===== config.mk =====
export PLATFORM = sky130hd
export DESIGN_NAME = insn_priv_check
export DESIGN_NICKNAME = d
export VERILOG_FILES = /design/src/rtl/priv_chk_pkg.sv /design/src/rtl/priv_level_table.sv /design/src/rtl/priv_compare.sv /design/src/rtl/insn_priv_check.sv
export SDC_FILE = /design/constraint.sdc
export NUM_CORES = 1
export LEC_CHECK = 0
export CAP_MARGIN = 25
export CORE_MARGIN = 2
export CORE_UTILIZATION = 24
export CTS_BUF_LIST = sky130_fd_sc_hd__clkbuf_8
export DETAILED_ROUTE_END_ITERATION = 8
export HOLD_SLACK_MARGIN = 0.06
export PLACE_DENSITY = 0.47
export SLEW_MARGIN = 0
export SYNTH_ARGS = -nofsm -noshare
export SYNTH_HDL_FRONTEND = slang
export SYNTH_SLANG_ARGS = --single-unit

===== constraint.sdc =====
create_clock -name clk_i -period 5.52 [get_ports clk_i]
set_input_delay 1.104 -clock clk_i [delete_from_list [all_inputs] [get_ports clk_i]]
set_output_delay 1.104 -clock clk_i [all_outputs]
set_load 0.02 [all_outputs]

===== src/rtl/priv_chk_pkg.sv =====
package priv_chk_pkg;
  localparam int unsigned INSN_W = 32;
  localparam int unsigned OPC_W  = 8;
  localparam int unsigned LVL_W  = 2;
  localparam int unsigned N_OPC  = 1 << OPC_W;
  localparam logic [LVL_W-1:0] LVL_BAD = '1;

  typedef logic [LVL_W-1:0] level_t;
  typedef logic [OPC_W-1:0] opcode_t;
endpackage


===== src/rtl/priv_level_table.sv =====
module priv_level_table #(
  parameter int unsigned ENTRIES = 256,
  parameter int unsigned LVL_W   = 2,
  localparam int unsigned IDX_W  = $clog2(ENTRIES)
) (
  input  logic             clk_i,
  input  logic             rst_ni,
  input  logic             we_i,
  input  logic [IDX_W-1:0] wr_idx_i,
  input  logic [LVL_W-1:0] wr_level_i,
  input  logic [IDX_W-1:0] rd_idx_i,
  output logic [LVL_W-1:0] rd_level_o
);
  logic [LVL_W-1:0] level_q [ENTRIES];

  for (genvar g = 0; g < ENTRIES; g++) begin : g_entry
    always_ff @(posedge clk_i or negedge rst_ni) begin
      if (!rst_ni)                                     level_q[g] <= '0;
      else if (we_i && wr_idx_i == IDX_W'(g))          level_q[g] <= wr_level_i;
    end
  end

  // read sees the value before a same-edge write
  assign rd_level_o = level_q[rd_idx_i];


  wr_lands_chk: assert property (@(posedge clk_i) disable iff (!rst_ni)
    we_i |=> level_q[$past(wr_idx_i)] == $past(wr_level_i));
endmodule


===== src/rtl/priv_compare.sv =====
module priv_compare #(
  parameter int unsigned LVL_W = 2
) (
  input  logic [LVL_W-1:0] ring_i,
  input  logic [LVL_W-1:0] level_i,
  output logic             permit_o
);
  localparam logic [LVL_W-1:0] BAD = '1;

  logic ring_ok, level_ok;

  always_comb begin
    ring_ok  = (ring_i  != BAD);
    level_ok = (level_i != BAD);
    permit_o = ring_ok && level_ok && (ring_i <= level_i);
  end
endmodule


===== src/rtl/insn_priv_check.sv =====
module insn_priv_check
  import priv_chk_pkg::*;
(
  input  logic              clk_i,
  input  logic              rst_ni,
  input  logic [INSN_W-1:0] insn_i,
  input  logic              insn_valid_i,
  input  logic [LVL_W-1:0]  ring_i,
  input  logic              tbl_we_i,
  input  logic [OPC_W-1:0]  tbl_addr_i,
  input  logic [LVL_W-1:0]  tbl_level_i,
  output logic              allow_o,
  output logic              fault_o,
  output logic [OPC_W-1:0]  fault_opcode_o
);
  opcode_t opcode;
  level_t  level;
  logic    permit;

  assign opcode = insn_i[INSN_W-1 -: OPC_W];

  priv_level_table #(.ENTRIES(N_OPC), .LVL_W(LVL_W)) u_table (
    .clk_i      (clk_i),
    .rst_ni     (rst_ni),
    .we_i       (tbl_we_i),
    .wr_idx_i   (tbl_addr_i),
    .wr_level_i (tbl_level_i),
    .rd_idx_i   (opcode),
    .rd_level_o (level)
  );

  priv_compare #(.LVL_W(LVL_W)) u_cmp (
    .ring_i   (ring_i),
    .level_i  (level),
    .permit_o (permit)
  );

  always_ff @(posedge clk_i or negedge rst_ni) begin
    if (!rst_ni) begin
      allow_o        <= 1'b0;
      fault_o        <= 1'b0;
      fault_opcode_o <= '0;
    end else begin
      allow_o <= insn_valid_i && permit;
      fault_o <= insn_valid_i && !permit;
      if (insn_valid_i && !permit) fault_opcode_o <= opcode;
    end
  end


  excl_chk: assert property (@(posedge clk_i) disable iff (!rst_ni)
    !(allow_o && fault_o));

  idle_quiet_chk: assert property (@(posedge clk_i) disable iff (!rst_ni)
    !insn_valid_i |=> !allow_o && !fault_o);

  bad_ring_chk: assert property (@(posedge clk_i) disable iff (!rst_ni)
    insn_valid_i && ring_i == LVL_BAD |=> fault_o);

  over_ring_chk: assert property (@(posedge clk_i) disable iff (!rst_ni)
    insn_valid_i && ring_i > level |=> fault_o && !allow_o);

  opc_hold_chk: assert property (@(posedge clk_i) disable iff (!rst_ni)
    !fault_o |-> $stable(fault_opcode_o));
endmodule


* Word-level counts from Yosys, hierarchy flattened
Cells that the tools add are included.
** Storage, ports and cells
- Register bits after elaboration :: 522
- Bits in latches :: 0
- Output and inout port bits :: 10
- Memory bits (writable) :: 0
- Memories :: 0
- Memory bits (read-only) :: 0
- Bits of input ports :: 48
** Operators by class
- Mux-type cells :: 3
- Magnitude comparators :: 2
- Div/mod/pow operators :: 0
- Shift operators :: 0
- Reduce and logical (&&, ||, !) cells :: 262
- Equality and inequality tests :: 257
- Bitwise operators :: 1
- Add/subtract/negate cells :: 0
- Multiply operators :: 0
** Operator list (count)
- equality test 8 bit (second input constant) :: 128
- equality test 8 x 7 -> 1 bit (second input constant) :: 64
- logical AND 1 bit :: 260
- equality test 8 x 6 -> 1 bit (second input constant) :: 32
- equality test 8 x 5 -> 1 bit (second input constant) :: 16
- equality test 8 x 4 -> 1 bit (second input constant) :: 8
- equality test 8 x 3 -> 1 bit (second input constant) :: 4
- binary-select mux 2 bit (select 8 bit) :: 1
- equality test 8 x 2 -> 1 bit (second input constant) :: 2
- greater-or-equal comparator 9 bit (second input constant) :: 1
- inverter 8 -> 9 bit :: 1
- equality test 8 x 1 -> 1 bit (second input constant) :: 1
- zero test 8 bit :: 1
- two-way mux 2 bit :: 2
- != test 2 bit (second input constant) :: 2
- less-or-equal comparator 2 bit :: 1
- zero test 1 bit :: 1

* Depth between registers and ports, before layout
Gate-level depths: netlist of the first run.
- Word-level depth :: 9
- Gate-level depth with buffers :: 17
- Depth with buffers taken out :: 13

* By module
Synthesis of the first run repeated with hierarchy kept, for this count alone.
** Unflattened totals
- Cells, all modules :: 1910
- Area, all modules :: 25301.8 um^2
** By module, submodules not included
- priv_level_table :: area each 24841.3 um^2, times used 1, cells an instance 1881
- insn_priv_check :: area each 402.9 um^2, times used 1, cells an instance 21
- priv_compare :: area each 57.6 um^2, times used 1, cells an instance 8

* Worst setup path after synthesis of the first run
Ideal clock, no wire load.
- Path type :: input -> register
- From :: in insn_i[25]
- To :: reg fault_opcode_o[0]
- Arrival :: 4.430 ns
- Data required time :: 5.453 ns
- Setup time :: 0.067 ns
- Stages :: 13
- Path slack :: 1.022 ns
- Cell sequence :: buf_6 -> mux4_2 -> mux4_2 -> nand2_1 -> o21ai_1 -> or4_4 -> nand4_4 -> ha_1 -> nor2b_1 -> o21ai_0 -> a21boi_0 -> clkbuf_1 -> a311o_1
** On the way
- Longest elaborated chain between the ends :: 9
- Elaborated cells between the ends (all ways) :: 10
- Those cells by class :: order compare (1); eq/ne (1); mux (3); bitwise (1); reduce/logical (4)
** Ends and longest elaborated chain
- from (decl) :: line insn_priv_check.sv:6 : input logic [INSN_W-1:0] insn_i,
- inverter 8 -> 9 bit (implied by the code) (*) :: line priv_level_table.sv:24 : assign rd_level_o = level_q[rd_idx_i];
- binary-select mux 2 bit (select 8 bit) (*) :: line priv_level_table.sv:24
- two-way mux 2 bit (implied by the code) (*) (2 in series) :: line priv_level_table.sv:24
- != test 2 bit :: line priv_compare.sv:14 : level_ok = (level_i != BAD);
- logical AND 1 bit :: line priv_compare.sv:15 : permit_o = ring_ok && level_ok && (ring_i <= level_i);
- logical AND 1 bit (*) :: line priv_compare.sv:15
- zero test 1 bit (*) :: line insn_priv_check.sv:46 : if (insn_valid_i && !permit) fault_opcode_o <= opcode;
- logical AND 1 bit (*) :: line insn_priv_check.sv:46
- to (signal assigned) :: line insn_priv_check.sv:46
- to (decl) :: line insn_priv_check.sv:14 : output logic [OPC_W-1:0] fault_opcode_o
Mark *: on every way between the ends. The rest lies on a longest branch, timed or not. The select of a mux whose other input is x is not followed.
A chain may end at the register's enable or synchronous reset.

* Worst setup path in the final report of the first run
- From :: in insn_i[24]
- To :: reg fault_opcode_o[2]
The elaborated chain is that of the path after synthesis.

==> results.json, run 1 <==
{
  "cellPowerDensity_nw_per_um2": 298.8,
  "drt_iter0_markers": 901,
  "cts-root-buf": "clkbuf_8",
  "cts_tree": "built",
  "rsz0062_at_grt": "false",
  "ctsHoldBuffers": 0,
  "cts_buffer_depth": 3,
  "synthTopCellsByArea": "dfrtp_1 51%, mux2_2 23%, mux4_2 8.1%",
  "min_period_ns": 4.330,
  "p_leak_nw": 13.82,
  "port_buffers": 33,
  "slowest_stage": "mux4_2",
  "async_reset_ff_frac": 1.000,
  "layout-drive-gt1-share": 0.4417,
  "area_delta_synth_final_pct": 16.63,
  "dieHeight_um": 330.1,
  "first_pass_iters": 7,
  "synth_top_cell_by_area": "dfrtp_1",
  "place.gp.congestion": 0.7634,
  "path_clk_slew_ns": 0.06,
  "ctsResizeCount": 0,
  "rr_startpoint": "u_table.level_q[437]",
  "cts_made_buffers": 96,
  "timing.final.crit_share": 0.7844,
  "core_um2": 105400,
  "cap_violations": 0,
  "dr_total_vias": 15890,
  "worst-path-max-fanout": 27,
  "ant_nets": 0,
  "grt_max_degree": 151,
  "worstHoldPathType": "input port to async pin",
  "clkLatencyLatePin_ns": 0.69,
  "critPathMaxStageDelay_ns": 0.51,
  "r2r_end": "fault_opcode_o[2]",
  "synth_edf_count": 0,
  "vias_per_cell": 4.670,
  "synth_seq_area_share": 0.5118,
  "postRouteWirelength_um": 70930,
  "outcome": "finished, violations left",
  "synth_fp_nets": 1904,
  "max_slew_margin": 0.3338,
  "worst_slew_pin_slew_ns": 0.9902,
  "hold_viol_final": 0,
  "post-route-drc-count": 4,
  "cpMostUsedCell": "buf_4",
  "layout.nets": 1974,
  "cts_max_level": 3,
  "grt_use_total": 0.1324,
  "ys_types": 59,
  "synthCells": 1854,
  "path_buf_inv": 5,
  "synthFlopType": "dfrtp_1",
  "fmax_mhz": 231.0,
  "violations": "DRC",
  "ff2ff_setup_slack_ns": 1.85,
  "path_delay_family": "buffers and inverters",
  "netlist_area_um2": 25520,
  "wl_per_cell_um": 20.85,
  "num_rows": 119,
  "crit_path_start_kind": "input port",
  "r2r_cells": 13,
  "fin_cells": 3402,
  "yosysTopAreaCellShare": 0.5118,
  "start_util": 0.2421,
  "dp.cells": 3216,
  "fp.dieW_um": 330.1,
  "worstSetupPathType": "input port to flip-flop",
  "ys_warn_count": 0,
  "grt_overflow": 0,
  "io_pins": 58,
  "first_global_vias": 17310,
  "irDropWorstVdd_mv": 0.1471,
  "fp.dieArea_um2": 109000,
  "end_kind": "flip-flop",
  "cts.sinks": 522,
  "cp.arrival_ns": 4.90,
  "setup_viol": 0,
  "cp.required_ns": 6.09,
  "syn_area_per_cell_um2": 13.77,
  "slew_viol_final": 0,
  "final.setup.tns_ns": 0,
  "grt_antenna_before_repair": 3,
  "synth-seq-cells": 522,
  "cp_cell_sequence": "buf_6 > buf_12 > buf_4 > buf_4 > mux4_2 > mux2i_1 > o221ai_1 > nor2_1 > nand2_1 > nand4_4 > ha_1 > nor2b_1 > o21ai_0 > a21boi_1 > buf_4 > o22ai_1 > a311o_1",
  "cts_setup_buffers": 0,
  "dp_hpwl_um": 44700,
  "skew_ns": 0.04618,
  "grt_pass1_wl_um": 110300
}
[layout by cell type (no fill, tap or decap), types with 24 or more instances in the layout]
cell type	count
buf_4	69
clkdlybuf4s50_1	24
nor2_1	31
mux4_2	92
mux4_1	32
clkbuf_8	132
mux2_2	518
nand2_1	287
inv_1	37
dfrtp_1	522
mux2i_1	40
[power breakdown]
part           internal [W]  leakage, nW  switching, W
Sequential          0.00403         7.18      0.000105
Clock               0.00218         1.18       0.00171
Combinational      0.000395         5.46      0.000478
[state kept, by name (all words and copies together) (netlist names)]
| signal | cells |
|---|---|
| allow_o | 1 |
| u_table.level_q | 512 |
| fault_o | 1 |
| fault_opcode_o | 8 |
[metrics by stage]
step           instance area (um^2)  hold WS [ns]  total power [W]    util  setup slack, ns
6_report                      29770        0.4692         0.008896  0.2824            1.190
5_1_grt                       29770        0.5072         0.009313  0.2824           0.9724
4_1_cts                       29730        0.4405         0.009039  0.2820            1.176
3_5_place_dp                  27660        0.4843         0.005086  0.2624           0.4190
3_3_place_gp                  27650        0.4795         0.005055  0.2623           0.3638
2_1_floorplan                 25520        0.4703         0.004714       -            1.022
[final cells by class]
| cell class | count | area [um^2] |
|---|---|---|
| fillers | 10720 | 75650 |
| flip-flops and latches | 522 | 13060 |
| multi-input cells | 1174 | 11640 |
| clock buffers | 132 | 1817 |
| well taps | 1391 | 1740 |
| repair buffers | 119 | 1201 |
| clock inverters | 48 | 255.2 |
| inverters | 11 | 41.29 |
| diodes | 5 | 12.51 |
[logic make-up after synthesis]
| group | share of synthesized area |
|---|---|
| compound gates | 0.02108 |
| flops | 0.5118 |
| fa+ha+maj | 0.0009803 |
| simple gates | 0.07103 |
| buf+inv | 0.03677 |
| mux | 0.3584 |
[metal layers]
metal	GRT usage	up-vias	wire length [um]	share of wire
met2	0.2106	306	32800	0.46
met3	0.02168	123	2733	0.039
met1	0.1819	8445	33240	0.47
li1	-	7011	-	-
met4	0.04810	4	2132	0.030
met5	0	-	22	0.00031
[worst max-delay path by stage]
stage / start / to / slack (ns) / depth (start not counted)
finish: insn_i[24] / fault_opcode_o[2] / 1.19 / 17
global route: insn_i[24] / fault_opcode_o[3] / 0.97 / 17
CTS: insn_i[24] / fault_opcode_o[3] / 1.18 / 17
detailed placement: insn_i[24] / fault_opcode_o[3] / 0.42 / 17
global placement: insn_i[24] / fault_opcode_o[1] / 0.36 / 16
floorplan: insn_i[25] / fault_opcode_o[0] / 1.02 / 13
[cells in the mapped netlist (all sizes together) (3+ instances only)]
| master | n |
|---|---|
| mux2 | 518 |
| nor4 | 11 |
| a22oi | 12 |
| inv | 10 |
| o211ai | 3 |
| nand3b | 3 |
| nand2b | 13 |
| nand3 | 12 |
| dfrtp | 522 |
| nor3 | 36 |
| o22ai | 14 |
| a21oi | 7 |
| o21ai | 6 |
| a311o | 9 |
| mux4 | 124 |
| buf | 47 |
| clkbuf | 100 |
| nor3b | 4 |
| nor2b | 10 |
| nor2 | 31 |
| mux2i | 40 |
| nand2 | 287 |
| o2111ai | 3 |
Note: power is estimated with default switching activity, not from simulation.
==> run 2, diff against run 1 <==
Settings changed: PLACE_DENSITY 0.47 to 0.48.
Clock period 5.52 ns to 3.51 ns, I/O delays scaled along.
==> run 2 against run 1 <==
Compared with the run above:
- the run still ends with DRC left
- critical path depth shrank 2
- non-clock buffer count grew 100
- first-iteration DRC count grew 7.9%
- setup slack lost 1.2 ns
- global-route usage grew 0.26 points
- worst hold slack gained 0.029 ns
- sequential cell count is the same
- die area is the same
- clock skew shrank 0.018 ns
- sequential power grew 57%
- routed wire length grew 2.9%
- combinational power grew 74%
- critical path type unchanged
- largest cell class unchanged
- highest routed layer unchanged
==> results.json, run 2 (same netlist as run 1, synthesis figures left out) <==
{
  "fp.dieArea_um2": 109000,
  "vias_per_cell": 4.677,
  "cts_tree": "built",
  "timing.hold.ws_ns": 0.4981,
  "grt_pass1_wl_um": 112200,
  "slowest_stage": "mux4_2",
  "worst-path-max-fanout": 13,
  "path_delay_family": "multiplexers",
  "path_clk_slew_ns": 0.06,
  "worstHoldPathType": "flip-flop to flip-flop",
  "worstSetupPathType": "input port to flip-flop",
  "postRouteWirelength_um": 73000,
  "skew_ns": 0.02772,
  "layout_common_cells": "522 x dfrtp_1, 518 x mux2_2, 286 x nand2_1",
  "dr_total_vias": 16320,
  "port_buffers": 33,
  "p_leak_nw": 14.30,
  "cts_max_level": 3,
  "worst_slew_pin_slew_ns": 0.8388,
  "hold_viol_final": 0,
  "first_pass_iters": 6,
  "cts.sinks": 522,
  "fmax_mhz": 288.2,
  "ant_nets": 0,
  "cp.required_ns": 4.07,
  "layout.nets": 2073,
  "setup_viol": 0,
  "grt_max_degree": 99,
  "cts_made_buffers": 95,
  "fp.dieW_um": 330.1,
  "crit_path_start_kind": "input port",
  "cp.arrival_ns": 4.03,
  "max_slew_margin": 0.4408,
  "slew_viol_final": 0,
  "wl_per_cell_um": 20.92,
  "grt_antenna_before_repair": 6,
  "start_util": 0.2421,
  "clkLatencyLatePin_ns": 0.70,
  "fin_area_um2": 30650,
  "dieHeight_um": 330.1,
  "critPathMaxStageDelay_ns": 0.53,
  "timing.final.crit_share": 0.9886,
  "grt_overflow": 0,
  "rsz0062_at_grt": "true",
  "cp_cell_sequence": "buf_4 > buf_4 > mux4_2 > mux4_2 > nand2_2 > o21ai_1 > or4_4 > nand4_4 > ha_4 > nor2b_1 > o21ai_1 > a21boi_4 > buf_12 > o22ai_1 > a311o_1",
  "core_um2": 105400,
  "min_period_ns": 3.470,
  "outcome": "finished, violations left",
  "area_delta_synth_final_pct": 20.10,
  "grt_use_total": 0.1351,
  "place.gp.congestion": 0.7755,
  "end_kind": "flip-flop",
  "cellPowerDensity_nw_per_um2": 452.3,
  "cap_violations": 0,
  "num_rows": 119,
  "n_fill_cell": 10670,
  "irDropWorstVdd_mv": 0.2319,
  "dp_hpwl_um": 47700,
  "violations": "DRC",
  "io_pins": 58,
  "regMostFlops": "u_table.level_q",
  "path_buf_inv": 3,
  "layout-drive-gt1-share": 0.4697,
  "cts-root-buf": "clkbuf_8",
  "post-route-drc-count": 3,
  "drt_iter0_markers": 972,
  "placed_area_um2": 28490,
  "cts_buffer_depth": 3,
  "reg_top3": "u_table.level_q x512, fault_opcode_o x8",
  "first_global_vias": 17430,
  "final_common_cell": "dfrtp_1",
  "largest_reg_flops": 512
}
-- run 2: final cells by class --
class,count,area (um^2),share of cell area
clock inverters,47,222.7,0.007265
flip-flops and latches,522,13060,0.4261
diodes,2,5.005,0.0001633
inverters,11,41.29,0.001347
clock buffers,124,1707,0.05567
multi-input cells,1174,11710,0.3819
repair buffers,219,2168,0.07073
well taps,1391,1740,0.05678
-- run 2: report_power, final --
| group | switching (W) | internal (W) | total (W) |
|---|---|---|---|
| logic | 0.000789 | 0.000734 | 0.00152 |
| clock network | 0.00263 | 0.00321 | 0.00584 |
| registers | 0.000169 | 0.00633 | 0.00650 |
| total | 0.00358 | 0.0103 | 0.0139 |
-- run 2: per-stage QoR --
| step | TNS, ns | power (W) | instances | util | setup slack, ns |
|---|---|---|---|---|---|
| after floorplan | -0.6913 | 0.007421 | 1854 | - | -0.07940 |
| after global placement | -9.582 | 0.008064 | 3305 | 0.2703 | -0.9952 |
| after detailed placement | -9.540 | 0.008106 | 3305 | 0.2703 | -0.9844 |
| after CTS | 0 | 0.01408 | 3484 | 0.2899 | 0.005136 |
| after global routing | -0.1453 | 0.01450 | 3490 | 0.2908 | -0.03330 |
| final | 0 | 0.01387 | 3490 | 0.2908 | 0.04000 |
-- run 2: worst paths after layout --
kind                                        endpoint  slack [ns]  cells past startpoint            startpoint
worst max-delay path               fault_opcode_o[1]        0.04                     15            insn_i[25]
worst min register to register  u_table.level_q[120]        0.50                      1  u_table.level_q[120]
worst max register to register     fault_opcode_o[1]        0.07                     13  u_table.level_q[419]
max in group asynchronous       u_table.level_q[245]        2.00                      3                rst_ni
min in group asynchronous        u_table.level_q[45]        0.58                      2                rst_ni
worst min-delay path            u_table.level_q[120]        0.50                      1  u_table.level_q[120]
-- run 2: timing repair --
item,in CTS,in global routing
pin swaps,1,3
resized for setup,8,20
hold buffers,1,0
setup buffers,6,4
hold endpoints to repair,65,0
setup endpoints to repair,10,10
gates cloned,1,0
-- run 2: routing by layer --
metal  global-route usage  wire length [um]  vias to the layer above
met3              0.02630              3320                      114
met5                    0                27                        -
met4              0.03344              1393                        4
li1                     -                 -                     7157
met1               0.1885             34080                     8674
met2               0.2152             34180                      373
